**src/rtl/conn_nand_tree.sv**
```systemverilog
`timescale 1ns/1ps
module conn_nand_tree #(
  parameter  int PAIRS = 5,
  localparam int NB    = 2 * PAIRS,
  localparam int NS    = NB + 3
) (
  input  logic          rst_n,
  input  logic          pwr_ok,
  input  logic          clk,
  input  logic          gnt_n,
  input  logic [NB-1:0] bus_pad_i,
  input  logic [NB-1:0] core_pad_o,
  input  logic [NB-1:0] core_pad_oe,
  output logic [NB-1:0] bus_pad_o,
  output logic [NB-1:0] bus_pad_oe,
  input  logic          core_irq_n,
  output logic          int_pad_o,
  output logic          int_pad_oe
);

  logic          tie_hi;
  logic          test_mode;
  logic [NS-1:0] tap;
  logic [NS-1:0] stg;

  assign tie_hi    = 1'b1;
  assign test_mode = ~rst_n & pwr_ok;

  // chain order: reset, clock, grant, then bus bits from high index down to 0
  assign tap[0] = rst_n;
  assign tap[1] = clk;
  assign tap[2] = gnt_n;

  for (genvar m = 0; m < NB; m++) begin : g_tap
    assign tap[3+m] = bus_pad_i[NB-1-m];
  end

  assign stg[0] = ~(tie_hi & tap[0]);
  for (genvar k = 1; k < NS; k++) begin : g_stage
    assign stg[k] = ~(stg[k-1] & tap[k]);
  end

  assign bus_pad_o  = core_pad_o;
  assign bus_pad_oe = rst_n ? core_pad_oe : '0;

  assign int_pad_o  = test_mode ? stg[NS-1] : 1'b0;
  assign int_pad_oe = test_mode | ~core_irq_n;

  always_comb begin
    if (!rst_n) begin
      a_r2_pads_input: assert (bus_pad_oe == '0)
        else $error("R2: bus pad driver enabled during reset");
    end
    if (test_mode) begin
      a_r1_int_driven: assert (int_pad_oe)
        else $error("R1: interrupt pad not driven in test mode");
    end else begin
      a_r7_open_drain: assert (int_pad_o == 1'b0)
        else $error("R7: interrupt pad drives high outside test mode");
    end
    if (test_mode && (&tap[NS-1:1])) begin
      a_r4_start_high: assert (int_pad_o)
        else $error("R4: chain start state not high");
    end
    if (test_mode && !tap[1] && (&tap[NS-1:2])) begin
      a_r5_clk_step_low: assert (!int_pad_o)
        else $error("R5: clock step did not drive pad low");
    end
    if (test_mode && (tap == '0)) begin
      a_r5_all_low_high: assert (int_pad_o)
        else $error("R5: all-low state not high");
    end
  end

endmodule

```
**config.mk**
```make
export PLATFORM = sky130hd
export DESIGN_NAME = conn_nand_tree
export DESIGN_NICKNAME = d
export VERILOG_FILES = /design/src/rtl/conn_nand_tree.sv
export SDC_FILE = /design/constraint.sdc
export NUM_CORES = 1
export LEC_CHECK = 0
export ABC_AREA = 1
export BUFFER_PORTS_ARGS = -buffer_cell sky130_fd_sc_hd__buf_4
export CAP_MARGIN = 30
export CORE_AREA = 2 2 39 41
export DETAILED_ROUTE_END_ITERATION = 16
export DIE_AREA = 0 0 41 43
export MAX_ROUTING_LAYER = met4
export PLACE_DENSITY = 0.65
export SYNTH_ARGS = -nofsm -noshare
export SYNTH_HDL_FRONTEND = slang
export SYNTH_SLANG_ARGS = --single-unit
```
**constraint.sdc**
```tcl
create_clock -name vclk -period 1.3
set_clock_uncertainty 0.15 [all_clocks]
set_input_delay 0.195 -clock vclk [all_inputs]
set_output_delay 0.195 -clock vclk [all_outputs]
set_load 0.02 [all_outputs]
```
### Word-level counts from Yosys, hierarchy flattened

Index checks and enable logic that the tools add are counted.

| storage, ports and cells | value |
|---|---|
| bits in registers | 0 |
| latch bits | 0 |
| bits in writable memories | 0 |
| input bits | 35 |
| word-level logic and storage cells | 30 |
| bits in read-only memories | 0 |
| memories kept | 0 |

| cells by class | value |
|---|---|
| shift operators | 0 |
| muxes and demuxes | 2 |
| reduce and logical (&&, ||, !) cells | 0 |
| equality and inequality tests | 0 |
| order comparisons | 0 |
| bitwise gates (word level) | 28 |
| $add $sub $neg | 0 |
| divide/modulo/power cells | 0 |
| multipliers | 0 |

Operator list:

| cell | count |
|---|---|
| $not 1->1 | 14 |
| $and 1x1->1 | 13 |
| $mux 10 | 1 |
| $mux 1 | 1 |
| $or 1x1->1 | 1 |

### Depth between registers and ports, before layout

| logic depth | value |
|---|---|
| word-level depth | 26 |
| mapped depth | 13 |
| mapped depth without buffers | 13 |

### Least setup slack after synthesis

No wires, ideal clock.

| timing path | value |
|---|---|
| kind | input to output |
| start point | input port rst_n |
| end point | output port int_pad_o |
| path slack | 0.020 ns |
| data arrival time | 0.935 ns |
| cell stages on the path | 13 |
| cell sequence | inv_2 nand2_1 nand2_1 nand2_1 nand2_1 nand2_1 nand2_1 nand2_1 nand2_1 nand2_1 nand2_1 nand2_1 a21oi_2 |

| between the ends | value |
|---|---|
| longest elaborated chain between the ends | 26 |

RTL lines:

| what | RTL line | source |
|---|---|---|
| from (decl) | 7 | `input logic rst_n,` |
| $not 1->1 (*) | 27, 38 |  |
| $and 1x1->1 | 40 | `assign stg[k] = ~(stg[k-1] & tap[k]);` |
| $not 1->1 | 40 |  |
| $and 1x1->1 | 40 |  |
| $not 1->1 | 40 |  |
| $and 1x1->1 | 40 |  |
| $not 1->1 | 40 |  |
| $and 1x1->1 | 40 |  |
| [10 not listed] | n/a |  |
| $not 1->1 | 40 |  |
| $and 1x1->1 | 40 |  |
| $not 1->1 | 40 |  |
| $and 1x1->1 | 40 |  |
| $not 1->1 | 40 |  |
| $and 1x1->1 | 40 |  |
| $not 1->1 | 40 |  |
| $mux 1 (*) | 46 | `assign int_pad_o = test_mode ? stg[NS-1] : 1'b0;` |
| to (decl) | 17 | `output logic int_pad_o,` |

Mark *: on every way between the ends. The rest lies on a longest branch, timed or not.

### Final worst setup path

Same ends and word-level chain as after synthesis.

==> results.sh <==
export IMPL_cpMaxStageDelayCell="buf_6"
export IMPL_fin_crit_sh_pct=111
export IMPL_p_clk_share_pct=0
export IMPL_yosys_cell_types_count=6
export IMPL_ios=57
export IMPL_wl_um=754
export IMPL_die_area_um2=1760
export IMPL_vias=347
export IMPL_top_usage_layer="met2"
export IMPL_fin_nets=111
export IMPL_avgSynthCellArea_um2=4.68
export IMPL_place_hpwl_um=680
export IMPL_cp_slowest_stage_delay_ps=130
export IMPL_p_switching_w=0.0000656
export IMPL_swShare_pct=42.1
export IMPL_antenna_found_initial=0
export IMPL_postCtsSetupRepairBufs=0
export IMPL_hp_class="in -> out"
export IMPL_crit_type="in -> out"
export IMPL_finalInstanceArea_um2=465
export IMPL_cp_end_kind="primary output"
export IMPL_cp_required_ps=950
export IMPL_met3_usage_pct=0.524
export IMPL_ctsHoldBuffers=0
export IMPL_wl_per_cell_um=8.38
export IMPL_status="complete, but fails checks"
export IMPL_layout_drive_gt1_share_pct=56.8
export IMPL_fmax_mhz=693
export IMPL_comb_power_share_pct=100.0
export IMPL_arrival_ps=1100
export IMPL_pwr_density_cell_nw_per_um2=335
export IMPL_finalHoldViolations=0
export IMPL_grt_pass1_vias=289
export IMPL_final_common_cell="buf_4"
export IMPL_power_frac_seq_pct=0
export IMPL_final_cells=90
export IMPL_postPlaceCellArea_um2=449
export IMPL_clkbuf_count=0
export IMPL_n_sequential_cell=0
export IMPL_diodes=0
export IMPL_met1_usage_pct=5.70
export IMPL_grt_use_met2_pct=15.3
export IMPL_fp_dieW_um=41
export IMPL_rows=14
export IMPL_final_antenna_net_count=0
export IMPL_synth_nets=81
export IMPL_final_seq_area_um2=0
export IMPL_cp_common_cell="nand2_1"
export IMPL_startpoint_type="primary input"
export IMPL_grt_pass1_wl_um=945
export IMPL_crit_chain="buf_8 -> inv_4 -> nand2_2 -> nand2_1 -> nand2_1 -> nand2_1 -> nand2_1 -> nand2_1 -> nand2_1 -> nand2_1 -> nand2_1 -> nand2_1 -> nand2_1 -> a21oi_2 -> buf_6"
export IMPL_crit_fanout=2
export IMPL_grt_usage_pct=7.27
export IMPL_synthCells=46
export IMPL_final_cell_mix="37 x buf_4, 22 x nand2_1, 10 x inv_1"
export IMPL_ys_warn_count=0
export IMPL_tightest_slew_ps=103
export IMPL_min_period_ps=1440
export IMPL_place_gp_congestion=0.600
export IMPL_slew_headroom_pct=93.1
export IMPL_rsz0062_at_grt="yes"
export IMPL_critPathTopFamily="simple AND/OR/NAND/NOR gates"
export IMPL_drt_initial_drc_count=2
export IMPL_critPathBufInv=3
export IMPL_worst_ir_drop_vdd_uv=98.0
export IMPL_syn2layout_area_growth_pct=116
export IMPL_io_buffers=37
export IMPL_core_area_um2=1380
export IMPL_setup_slack_ps=-143
export IMPL_slew_violations=0
export IMPL_internal_power_w=0.0000901
export IMPL_dp_cells=90
export IMPL_firstDrtPassIters=2
export IMPL_via_per_inst=3.86
export IMPL_initial_core_util_pct=15.6
export IMPL_yosysSeqAreaShare_pct=0
export IMPL_fill_cells=157
export IMPL_p_leak_nw=0.336
export IMPL_setup_violations_final=1
export IMPL_drc=0
export IMPL_netlist_area_um2=215
export IMPL_violations="setup timing"
export IMPL_grt_max_degree=11
export IMPL_die_h_um=43
export IMPL_grt_ovfl_total=0
export IMPL_max_cap_viol_count=0
## synthesized netlist by cell type
| master | n | share of area [%] |
|---|---|---|
| a21oi_2 | 1 | 4.1 |
| buf_4 | 10 | 35 |
| clkbuf_1 | 1 | 1.7 |
| inv_1 | 10 | 17 |
| inv_2 | 1 | 1.7 |
| nand2_1 | 23 | 40 |
## routing by layer
| metal | share of wire (%) | vias to the layer above |
|---|---|---|
| li1 | - | 174 |
| met1 | 28 | 131 |
| met2 | 50 | 36 |
| met3 | 20 | 6 |
| met4 | 2.7 | 0 |
| met5 | 0 | - |
## kinds of logic after synthesis
logic type,after synthesis,share of synthesized area [%]
buf+inv,22,55.8
simple gates,23,40.1
compound gates,1,4.07
## metrics by stage
| step | hold WS (ps) | power (W) | setup TNS (ps) | worst slack (ps) | utilization [%] |
|---|---|---|---|---|---|
| floorplan | 317 | 0.000100 | 0 | 20.0 | - |
| global placement | 240 | 0.000149 | -151 | -151 | 32.5 |
| detailed placement | 240 | 0.000152 | -176 | -176 | 32.5 |
| CTS | 240 | 0.000154 | -151 | -151 | 32.7 |
| global route | 240 | 0.000170 | -266 | -266 | 33.6 |
| finish | 240 | 0.000156 | -143 | -143 | 33.6 |
## timing repair
| item | 4_1_cts | 5_1_grt |
|---|---|---|
| gates resized for setup | 1 | 4 |
| pin swaps | 0 | 0 |
| setup endpoints to repair | 1 | 1 |
## final timing paths
check	startpoint	to	slack (ps)	depth (start not counted)
setup / recovery	rst_n	int_pad_o	-140	15
hold / removal	core_pad_o[6]	bus_pad_o[6]	240	0
## area by class of cell
cell class	instances	area [µm²]	area share [%]
multi-input cells	24	97.6	21.0
well taps	16	20.0	4.30
inverters	11	43.8	9.41
repair buffers	39	304	65.3
## power groups by stage
stage               logic (W)  registers [W]  clock network, W
floorplan            0.000100              0                 0
CTS                  0.000154              0                 0
global route         0.000170              0                 0
detailed placement   0.000152              0                 0
global placement     0.000149              0                 0
finish               0.000156              0                 0
No activity file was read; power rests on OpenSTA's default activity.
